[src/rtl/irq_pick_pkg.sv]
package irq_pick_pkg;
  localparam int WORD_W  = 32;
  localparam int BASIC_N = 8;
  localparam int SC1_N   = 5;
  localparam int SC2_N   = 6;
  localparam int POS_W   = $clog2(WORD_W);
  // slot 0 holds the highest-priority shortcut position
  localparam logic [SC1_N*POS_W-1:0] SC1_POS = {5'd19, 5'd18, 5'd10, 5'd9, 5'd7};
  localparam logic [SC2_N*POS_W-1:0] SC2_POS = {5'd30, 5'd25, 5'd24, 5'd23, 5'd22, 5'd21};
  localparam int SUM1_BIT = BASIC_N;
  localparam int SUM2_BIT = BASIC_N + 1;
  localparam int SC1_LO   = BASIC_N + 2;
  localparam int SC2_LO   = SC1_LO + SC1_N;
  localparam int USED_W   = SC2_LO + SC2_N;
  localparam int TOTAL_N  = BASIC_N + 2 * WORD_W;
  localparam int NUM_W    = $clog2(TOTAL_N);
  localparam int B1_BASE  = BASIC_N;
  localparam int B2_BASE  = BASIC_N + WORD_W;
endpackage

[src/rtl/lowest_bit_scan.sv]
module lowest_bit_scan #(
  parameter int W  = 32,
  parameter int IW = (W > 1) ? $clog2(W) : 1
) (
  input  logic [W-1:0]  vec,
  output logic          hit,
  output logic [IW-1:0] pos
);
  always_comb begin
    hit = |vec;
    pos = '0;
    for (int i = W - 1; i >= 0; i--) begin
      if (vec[i]) pos = IW'(i);
    end
  end
endmodule

[src/rtl/shortcut_pick.sv]
module shortcut_pick #(
  parameter int N  = 5,
  parameter int W  = 32,
  parameter int IW = $clog2(W),
  parameter logic [N*IW-1:0] POS = '0
) (
  input  logic [N-1:0]  flags,
  output logic          hit,
  output logic [IW-1:0] bank_pos,
  output logic [W-1:0]  pos_mask
);
  // first set flag in slot order wins
  always_comb begin
    hit      = |flags;
    bank_pos = '0;
    for (int i = N - 1; i >= 0; i--) begin
      if (flags[i]) bank_pos = POS[i*IW +: IW];
    end
  end

  // bank positions covered by a shortcut, removed from the full scan
  always_comb begin
    pos_mask = '0;
    for (int i = 0; i < N; i++) begin
      pos_mask[POS[i*IW +: IW]] = 1'b1;
    end
  end
endmodule

[src/rtl/bank_irq_picker.sv]
module bank_irq_picker
  import irq_pick_pkg::*;
#(
  parameter int W_WORD = WORD_W,
  parameter int N_NUM  = NUM_W
) (
  input  logic              clk,
  input  logic              rst_ni,
  input  logic              sample_i,
  input  logic [W_WORD-1:0] basic_i,
  input  logic [W_WORD-1:0] bank1_i,
  input  logic [W_WORD-1:0] bank2_i,
  output logic [N_NUM-1:0]  irq_num_o,
  output logic              irq_valid_o
);
  localparam int PW = $clog2(W_WORD);
  localparam int BW = $clog2(BASIC_N);

  // reset: asserted asynchronously, released on the clock
  logic [1:0] rst_sync_q;
  logic       rst_sn;
  always_ff @(posedge clk or negedge rst_ni) begin
    if (!rst_ni) rst_sync_q <= 2'b00;
    else         rst_sync_q <= {rst_sync_q[0], 1'b1};
  end
  assign rst_sn = rst_sync_q[1];

  logic unused_hi;
  assign unused_hi = ^basic_i[W_WORD-1:USED_W];

  logic          basic_hit, sc1_hit, sc2_hit, b1_hit, b2_hit;
  logic [BW-1:0] basic_pos;
  logic [PW-1:0] sc1_pos, sc2_pos, b1_pos, b2_pos;
  logic [W_WORD-1:0] mask1, mask2;

  lowest_bit_scan #(.W(BASIC_N), .IW(BW)) u_basic (
    .vec(basic_i[BASIC_N-1:0]), .hit(basic_hit), .pos(basic_pos));

  shortcut_pick #(.N(SC1_N), .W(W_WORD), .IW(PW), .POS(SC1_POS)) u_sc1 (
    .flags(basic_i[SC1_LO +: SC1_N]), .hit(sc1_hit), .bank_pos(sc1_pos), .pos_mask(mask1));

  shortcut_pick #(.N(SC2_N), .W(W_WORD), .IW(PW), .POS(SC2_POS)) u_sc2 (
    .flags(basic_i[SC2_LO +: SC2_N]), .hit(sc2_hit), .bank_pos(sc2_pos), .pos_mask(mask2));

  lowest_bit_scan #(.W(W_WORD), .IW(PW)) u_bank1 (
    .vec(bank1_i & ~mask1), .hit(b1_hit), .pos(b1_pos));

  lowest_bit_scan #(.W(W_WORD), .IW(PW)) u_bank2 (
    .vec(bank2_i & ~mask2), .hit(b2_hit), .pos(b2_pos));

  // next state: fixed search order
  logic [N_NUM-1:0] num_d;
  logic             valid_d;
  always_comb begin
    num_d   = '0;
    valid_d = 1'b1;
    if (basic_hit)                       num_d = N_NUM'(basic_pos);
    else if (sc1_hit)                    num_d = N_NUM'(B1_BASE) + N_NUM'(sc1_pos);
    else if (sc2_hit)                    num_d = N_NUM'(B2_BASE) + N_NUM'(sc2_pos);
    else if (basic_i[SUM1_BIT] && b1_hit) num_d = N_NUM'(B1_BASE) + N_NUM'(b1_pos);
    else if (basic_i[SUM2_BIT] && b2_hit) num_d = N_NUM'(B2_BASE) + N_NUM'(b2_pos);
    else                                 valid_d = 1'b0;
  end

  // registers, enabled by the strobe
  logic [N_NUM-1:0] num_q;
  logic             valid_q;
  always_ff @(posedge clk or negedge rst_sn) begin
    if (!rst_sn) begin
      num_q   <= '0;
      valid_q <= 1'b0;
    end else if (sample_i) begin
      num_q   <= num_d;
      valid_q <= valid_d;
    end
  end

  assign irq_num_o   = num_q;
  assign irq_valid_o = valid_q;


  hold_between_strobes_chk: assert property (@(posedge clk) disable iff (!rst_sn)
    !$past(sample_i) |-> ($stable(irq_num_o) && $stable(irq_valid_o)));


  basic_first_chk: assert property (@(posedge clk) disable iff (!rst_sn)
    (sample_i && (|basic_i[BASIC_N-1:0])) |=> (irq_valid_o && irq_num_o < N_NUM'(BASIC_N)));


  nothing_pending_chk: assert property (@(posedge clk) disable iff (!rst_sn)
    (sample_i && basic_i[USED_W-1:0] == '0) |=> !irq_valid_o);


  number_range_chk: assert property (@(posedge clk) disable iff (!rst_sn)
    irq_valid_o |-> (irq_num_o < N_NUM'(TOTAL_N)));


  zero_when_idle_chk: assert property (@(posedge clk) disable iff (!rst_sn)
    !irq_valid_o |-> (irq_num_o == '0));
endmodule

[config.mk]
export PLATFORM = sky130hd
export DESIGN_NAME = bank_irq_picker
export DESIGN_NICKNAME = d
export VERILOG_FILES = /design/src/rtl/irq_pick_pkg.sv /design/src/rtl/lowest_bit_scan.sv /design/src/rtl/shortcut_pick.sv /design/src/rtl/bank_irq_picker.sv
export SDC_FILE = /design/constraint.sdc
export NUM_CORES = 1
export LEC_CHECK = 0
export BUFFER_PORTS_ARGS = -buffer_cell sky130_fd_sc_hd__buf_2
export CAP_MARGIN = 20
export CORE_UTILIZATION = 45
export CTS_CLUSTER_DIAMETER = 100
export DETAILED_ROUTE_END_ITERATION = 7
export GPL_ROUTABILITY_DRIVEN = 0
export PLACE_DENSITY = 0.79
export SETUP_SLACK_MARGIN = 0.2
export SLEW_MARGIN = 20
export SYNTH_ARGS = -nofsm -noshare
export SYNTH_HDL_FRONTEND = slang
export SYNTH_HIERARCHICAL = 1
export SYNTH_SLANG_ARGS = --single-unit
[constraint.sdc]
create_clock -name clk -period 0.8 [get_ports clk]
set_input_delay 0.12 -clock clk [delete_from_list [all_inputs] [get_ports clk]]
set_output_delay 0.12 -clock clk [all_outputs]
set_load 0.02 [all_outputs]
# After elaboration in Yosys (flattened, before gate mapping)

Index checks and enable logic that the tools add are counted.

Add/sub/neg operators: 4
Muxes and demuxes: 82
Reductions and logical operators: 7

Operators by type and width:

| cell                                       | count |
|---|---|
| two-way mux 5 bit                          | 64 |
| two-way mux 7 bit                          | 5 |
| OR reduction 27 bit                        | 1 |
| OR reduction 26 bit                        | 1 |
| two-way mux 3 bit                          | 8 |
| adder 6 x 5 -> 7 bit, first input constant | 2 |
| adder 4 x 5 -> 6 bit, first input constant | 2 |
| OR reduction 8 bit                         | 1 |
| OR reduction 6 bit                         | 1 |
| two-way mux 1 bit                          | 5 |
| OR reduction 5 bit                         | 1 |
| logical AND 1 bit                          | 2 |

Bits in registers: 10
Output and inout port bits: 8
Word-level logic and storage cells: 96

# Depth between registers and ports, before layout

Gate-level depths: netlist of run 1.

Word-level depth: 32
Depth in mapped cells: 10

# Hierarchy

Netlist of run 1, hierarchy kept.

By module, submodules not included:

| module                         | instances | cells each | area each (um2) | seq. area each (um2) |
|---|---|---|---|---|
| bank_irq_picker                | 1         | 133        | 1044.8          | 250.2 |
| lowest_bit_scan at u_bank1 ... | 2         | 65         | 385.4           | 0.0 |
| shortcut_pick at u_sc2         | 1         | 46         | 314.1           | 0.0 |
| shortcut_pick at u_sc1         | 1         | 45         | 307.8           | 0.0 |
| lowest_bit_scan at u_basic     | 1         | 13         | 81.3            | 0.0 |

# Worst setup path before layout of run 1

OpenSTA, ideal clock, no wires.

Kind: input port to flip-flop
Start: input bank1_i[23]
End: register num_q[4] (netlist: irq_num_o[4])
Arrival: 1.812 ns
Setup slack: -1.150 ns
Stages on the path: 9
Path buffers: 0
Cell sequence: nor2b_1 > or4_4 > nor2_1 > nand2_1 > a21oi_1 > ha_1 > a31o_2 > a31oi_1 > o221ai_1

Cells in the longest elaborated chain, start to end: 24
Elaborated cells on any way between the ends: 26

Ends and longest elaborated chain:

| element                          | line                  | RTL |
|---|---|---|
| start: declaration               | bank_irq_picker.sv:11 | `input logic [W_WORD-1:0] bank1_i,` |
| two-way mux 5 bit (19 in series) | lowest_bit_scan.sv:13 | `if (vec[i]) pos = IW'(i);` |
| named net b1_pos[3]              | bank_irq_picker.sv:33 | `logic [PW-1:0] sc1_pos, sc2_pos, b1_pos, b2_pos;` |
| adder 4 x 5 -> 6 bit             | bank_irq_picker.sv:60 | `else if (basic_i[SUM1_BIT] && b1_hit) num_d = N_NUM'(B1_BASE) + N_NUM'(b1_pos);` |
| two-way mux 7 bit                | bank_irq_picker.sv:60 |  |
| two-way mux 7 bit                | bank_irq_picker.sv:59 | `else if (sc2_hit) num_d = N_NUM'(B2_BASE) + N_NUM'(sc2_pos);` |
| two-way mux 7 bit                | bank_irq_picker.sv:58 | `else if (sc1_hit) num_d = N_NUM'(B1_BASE) + N_NUM'(sc1_pos);` |
| two-way mux 7 bit                | bank_irq_picker.sv:57 | `if (basic_hit) num_d = N_NUM'(basic_pos);` |
| end signal: assignment           | bank_irq_picker.sv:73 | `num_q <= num_d;` |
| end: declaration                 | bank_irq_picker.sv:66 | `logic [N_NUM-1:0] num_q;` |

The timed path passes the listed nets, and every way through them passes these cells.
A chain may end at the register's enable or synchronous reset.

# Worst setup path in the final report of run 1

Start: input bank1_i[22]
End: register num_q[3] (netlist: irq_num_o[3])

Elaborated cells on any way between the ends: 25

RTL lines:

| element             | line                  | RTL |
|---|---|---|
| OR reduction 27 bit | lowest_bit_scan.sv:10 | `hit = \|vec;` |
| named net b1_hit    | bank_irq_picker.sv:31 | `logic basic_hit, sc1_hit, sc2_hit, b1_hit, b2_hit;` |
| logical AND 1 bit   | bank_irq_picker.sv:60 |  |
| two-way mux 7 bit   | bank_irq_picker.sv:60 |  |
| two-way mux 7 bit   | bank_irq_picker.sv:59 |  |
| two-way mux 7 bit   | bank_irq_picker.sv:58 |  |
| two-way mux 7 bit   | bank_irq_picker.sv:57 |  |

The timed path passes the listed nets, and every way through them passes these cells.

==> run metrics, run 1 <==
status=complete, but fails checks; violated checks=negative setup slack; vias per cell=4.81; max cap viols=0; Final Slew Violations=0; VDD IR max=between 600 and 700 uV; Setup Crit Path Kind=in -> reg; TritonCTS clock tree=built; GRT Util Overall=0.227; Critical Path Fanout Max=3; hpwl dp=5500 um; WL/cell=around 11 um; post-layout util=0.713; Setup Viol. Count Final=16; HP Class=reg -> async; crit end category=flip-flop; fin crit share=2.34; top cells by area, synth=buf_4, nor2b_1, dfrtp_1; synthesized instance count=~370; fmax=between 500 and 600 MHz; setup_tns=-8600 ps; DR DRC count=0; PnR worst setup slack=-1070 ps; Ys Warns=6; clk root buf=clkbuf_8; layout cells sized above 1=0.417; DP Area=3410 um^2; post-route cell area=approximately 3700 um^2; Clk Latency, worst-skew pair=roughly 240 ps; clock share of power=0.239; Layout fillers=a little over 400; io pins=107; library cells used by synthesis=50; Power Dens Cells=approximately 730 nW/um^2; synthesized flop and latch total=10; number of synthesized flops with an enable pin=0; nets=approximately 650; post-route antenna net violation count=0; H-tree depth=1; post-route insts no fill=a little over 600; clock transition at the registers of the reported paths=roughly 50 ps; initial antenna violation count=0; most common cell after layout, fill and taps aside=buf_2; Initial Utilization=0.481; Num CTS Buffers=3; largest net degree at the start of global routing=11; area delta synth->final=48.2%; sequential fraction of the synthesis area=0.0994; Required @ worst endpoint=~910 ps; Critical Path, Cell by Cell=buf_6, nor2b_4, or4_4, nor3_4, nand4_1, buf_4, and3b_1, a311oi_1, o221ai_1; die height=approximately 77 um; top-area cell type share of the netlist area=0.194; min cycle time layout=1870 ps; IO buf count=95; Logic pwr share=0.560; hold_ws=roughly 130 ps; wirelength, routed=about 6900 um; RSZ-0062 raised after global routing=yes; CP max stage delay=around 570 ps; most frequent cells in the layout=buf_2, buf_4, nor2b_1, conb_1, nor2_1; FFs w/ async S/R, synth=1.00; CORE AREA=roughly 5200 um^2; placed insts=between 600 and 700; static leakage=between 0.0015 and 0.002 uW; largest area contributor in the synthesized netlist=buf_4; Psw=between 900 and 1000 uW; Die ar.=roughly 6000 um^2; num rows=26; die width=a little under 80 um; cells on worst reg2reg path=3; crit start category=primary input; Crit-path slowest cell=or4_4; synthesized cell area=between 2000 and 3000 um^2; share of power burned in registers=0.201; vias=2,960; Pre-antenna DRT Iters=4; Ant. Diodes=0; Sw Share=0.346; TritonCTS Sinks=10; Avg Cell Area, Syn=approximately 7 um^2; prevailing post-synth register cell=dfrtp_1; first-pass GRT wire length=between 10,000 and 15,000 um; critical path arrival=1990 ps; vias in the first global route=just under 3,000; GRT Residual Overflow=0; drt initial violations=about 120; Max Root-Sink Buffers=2; worst clock skew=3.19 ps; internal power=roughly 1800 uW; Fin. Hold Viols=0
-- per-stage QoR --
step	setup slack, ps	total power, uW
after floorplan	-1100	1480
after global placement	-1270	1870
after detailed placement	-1310	1910
after CTS	-1030	2610
after global routing	-1130	2910
final	-1070	2720
-- final timing paths --
check | start | endpoint | slack (ps)
worst max-delay path | bank1_i[22] | irq_num_o[3] | -1070
worst min-delay path | rst_sync_q[1] | irq_num_o[2] | 130
worst max register to register | irq_num_o[0] | irq_num_o[0] | -50
worst min register to register | rst_sync_q[1] | irq_num_o[2] | 130
max in group asynchronous | rst_sync_q[1] | irq_num_o[1] | 420
min in group clk | sample_i | irq_num_o[4] | 320
-- synthesized netlist by cell type (5+ instances only) --
library cell	instances
a31o_2	5
nor3b_1	5
nor2_1	33
inv_1	20
buf_4	65
a21oi_1	15
a221oi_1	5
nand3_1	5
nor2b_1	70
nor3_1	14
nor4_1	14
o21ai_0	9
dfrtp_1	10
o31ai_1	8
a31oi_1	6
nand2_1	13
conb_1	5
-- cells by family (layout without fill, tap and decap cells) --
kind of cell,count (synthesis),after routing,synth area share
buffers and inverters,89,207,0.231
DFF,10,10,0.0994
adders and majority gates,4,4,0.0199
AOI/OAI and AO/OA,79,79,0.221
other,5,65,0.00745
and+or+nand+nor,180,180,0.421
-- state kept, by name, summed over array words and instances, names as in the netlist --
name         count
irq_num_o        7
irq_valid_o      1
rst_sync_q       2
-- power groups by stage --
| stage | Combinational [uW] | Clock, uW | Sequential (uW) |
|---|---|---|---|
| after global routing | 1680 | 683 | 552 |
| after detailed placement | 1350 | 0 | 552 |
| after CTS | 1420 | 640 | 548 |
| final | 1520 | 650 | 548 |
| after floorplan | 909 | 0 | 567 |
| after global placement | 1320 | 0 | 552 |
-- layout make-up --
class	count	area [um^2]	area share
clock buffer	4	55.1	0.0147
inverter	21	78.8	0.0211
multi-input combinational	328	2070	0.554
sequential	10	250	0.0670
tap	70	87.6	0.0235
timing repair buffer	182	1190	0.320
-- critical path, delay by kind of cell --
kind | cells | cell delay (ps)
AND/OR/NAND/NOR | 5 | 1230
AO/OA/AOI/OAI | 2 | 380
buffers and inverters | 2 | 270
-- routing by layer --
layer / track usage / wire length (um) / vias up
li1: - / - / 1531
met1: 0.247 / 2810 / 1318
met2: 0.446 / 3570 / 95
met3: 0.0190 / 332 / 16
met4: 0.0865 / 149 / 0
met5: 0 / 0 / -
-- what timing repair did --
item	CTS	global route
cloned	0	0
endpoints found under the hold margin	2	0
endpoints found under the setup margin	16	16
hold buffers	1	0
resized for setup	23	23
pin swaps	10	15
buffers inserted	5	3
Note: power is estimated with default switching activity, not from simulation.
==> run 2: changes to the inputs <==
--- a/config.mk
+++ b/config.mk
@@ -12,6 +12,7 @@
 export DETAILED_ROUTE_END_ITERATION = 7
 export GPL_ROUTABILITY_DRIVEN = 0
 export PLACE_DENSITY = 0.79
+export REMOVE_ABC_BUFFERS = 1
 export SETUP_SLACK_MARGIN = 0.2
 export SLEW_MARGIN = 20
 export SYNTH_ARGS = -nofsm -noshare
==> constraint.sdc (replaced) <==
create_clock -name clk -period 1.5 [get_ports clk]
set_input_delay 0.225 -clock clk [delete_from_list [all_inputs] [get_ports clk]]
set_output_delay 0.225 -clock clk [all_outputs]
set_load 0.02 [all_outputs]
==> run metrics, run 2 (synthesis gave the netlist of run 1 again) <==
H-tree depth=1 (unchanged); most frequent cells in the layout=buf_2, buf_4, nor2b_1 (was buf_2, buf_4, nor2b_1, conb_1, nor2_1); die width=76.8 um (unchanged); hpwl dp=5590 um (was 5500 um); Max Root-Sink Buffers=2 (unchanged); drt initial violations=117 (was 119); Clk Latency, worst-skew pair=240 ps (about the same); worst clock skew=0.702 ps (was 3.19 ps); Die ar.=5900 um^2 (unchanged); RSZ-0062 raised after global routing=yes (unchanged); worst r2r dst=irq_num_o[4] (was irq_num_o[0]); cells on worst reg2reg path=2 (was 3); WL/cell=11.8 um (was 11.2 um); TritonCTS clock tree=built (unchanged); initial antenna violation count=0 (unchanged); io pins=107 (unchanged); vias in the first global route=2,970 (was 2,931); Fin. Hold Viols=0 (unchanged); FF-to-FF setup slack=790 ps (was -50 ps); status=complete, but fails checks (unchanged); crit start category=primary input (unchanged); first-pass GRT wire length=11,700 um (was 11,300 um); violated checks=negative setup slack (unchanged); Required @ worst endpoint=1610 ps (was 910 ps); Ant. Diodes=0 (unchanged); critical path arrival=2150 ps (was 1990 ps); TritonCTS Sinks=10 (unchanged); area delta synth->final=47.4% (was 48.2%); fin crit share=1.36; fmax=488 MHz; post-route insts no fill=611 (was 615); vias per cell=4.99 (was 4.81); CORE AREA=5240 um^2 (unchanged); GRT Util Overall=0.235 (was 0.227); Num CTS Buffers=3 (unchanged); min cycle time layout=around 2000 ps; Final Slew Violations=0 (unchanged); Critical Path Fanout Max=4 (was 3); largest net degree at the start of global routing=12 (was 11); vias=3,048 (was 2,960); worst r2r src=irq_num_o[4] (was irq_num_o[0]); CP Launch Point=bank1_i[22] (unchanged); PnR worst setup slack=-547 ps (was -1070 ps); nets=645 (was 649); most common cell after layout, fill and taps aside=buf_2 (unchanged); Setup Viol. Count Final=8 (was 16); layout cells sized above 1=0.410 (was 0.417); Power Dens Cells=386 nW/um^2 (was 729 nW/um^2); IO buf count=95 (unchanged); HP Class=reg -> async (unchanged); post-layout util=0.709 (was 0.713); Critical Path End=irq_num_o[4] (was irq_num_o[3]); Setup Crit Path Kind=in -> reg (unchanged); wirelength, routed=7200 um (was 6860 um); Largest register FFs=7 (unchanged); crit end category=flip-flop (unchanged); DR DRC count=0 (unchanged); setup_tns=-3530 ps (was -8600 ps); GRT Residual Overflow=0 (unchanged); clk root buf=clkbuf_8 (unchanged); Initial Utilization=0.481 (unchanged); VDD IR max=290 uV (was 634 uV); static leakage=0.00180 uW (was 0.00183 uW); clock transition at the registers of the reported paths=50 ps (about the same); num rows=26 (unchanged); post-route antenna net violation count=0 (unchanged); max cap viols=0 (unchanged); die height=76.8 um (unchanged); Pre-antenna DRT Iters=4 (unchanged); placed insts=603 (was 602)
## run 2: changes by cell type in the layout (fill, tap and decap cells not counted), moves of 2 or more
| cell | delta |
|---|---|
| buf_2 | +7 |
| buf_6 | -6 |
| buf_4 | -5 |
| a31oi_4 | +3 |
| a2111oi_1 | +2 |
| a2111oi_2 | -2 |
| a31o_2 | -2 |
| a31o_4 | +2 |
| a31oi_1 | -2 |
| nor2_2 | -2 |
| nor2b_1 | +2 |
| nor4_1 | +2 |
| nor4_2 | -2 |
## run 2: report_power, final
group / switching (uW) / internal, uW
clock network: 105 / 231
registers: 8.72 / 281
logic: 387 / 421
total: 501 / 933
## run 2: worst min-delay path by stage
stage                  start             to  slack [ps]  depth (start not counted)
2_1_floorplan         rst_ni  rst_sync_q[0]         -70                          0
3_3_place_gp          rst_ni  rst_sync_q[0]          10                          1
3_5_place_dp          rst_ni  rst_sync_q[1]          10                          1
4_1_cts        rst_sync_q[1]    irq_valid_o         150                          0
5_1_grt        rst_sync_q[1]   irq_num_o[1]         170                          0
6_report       rst_sync_q[1]    irq_valid_o         140                          0
## run 2: metrics by stage
step	power [uW]	setup slack (ps)	cell area, um^2	hold WS (ps)
floorplan	655	-555	2240	-70.6
global placement	990	-726	3400	13.1
detailed placement	1010	-895	3400	12.6
CTS	1380	-470	3610	153
global route	1550	-591	3710	169
finish	1430	-547	3710	137
## run 2: routing by layer
layer  track usage  wire length [um]  up-vias
met5             0                 0        -
met4        0.0788               277        0
met3        0.0345               386       29
met2         0.461              3680      123
met1         0.250              2860     1361
li1              -                 -     1535
## run 2: repair_timing
action / CTS / global route
hold buffers: 1 / 0
endpoints found under the hold margin: 2 / 0
pin swaps: 13 / 14
setup endpoints to repair: 8 / 8
setup buffers: 2 / 1
gates resized for setup: 23 / 20
## run 2: final cells by class
| cell class | count | area (um^2) |
|---|---|---|
| multi-input cells | 328 | 2120 |
| fillers | 429 | 1520 |
| repair buffers | 178 | 1120 |
| flip-flops and latches | 10 | 250 |
| well taps | 70 | 87.6 |
| inverters | 21 | 78.8 |
| clock buffers | 4 | 55.1 |
## run 2: worst max-delay path, stage by stage
cell,delay (ps)
buf_6,90
nor2b_4,110
or4_4,580
nor3_4,210
nand4_1,210
buf_6,200
a31o_4,240
a31oi_4,170
o221ai_2,110
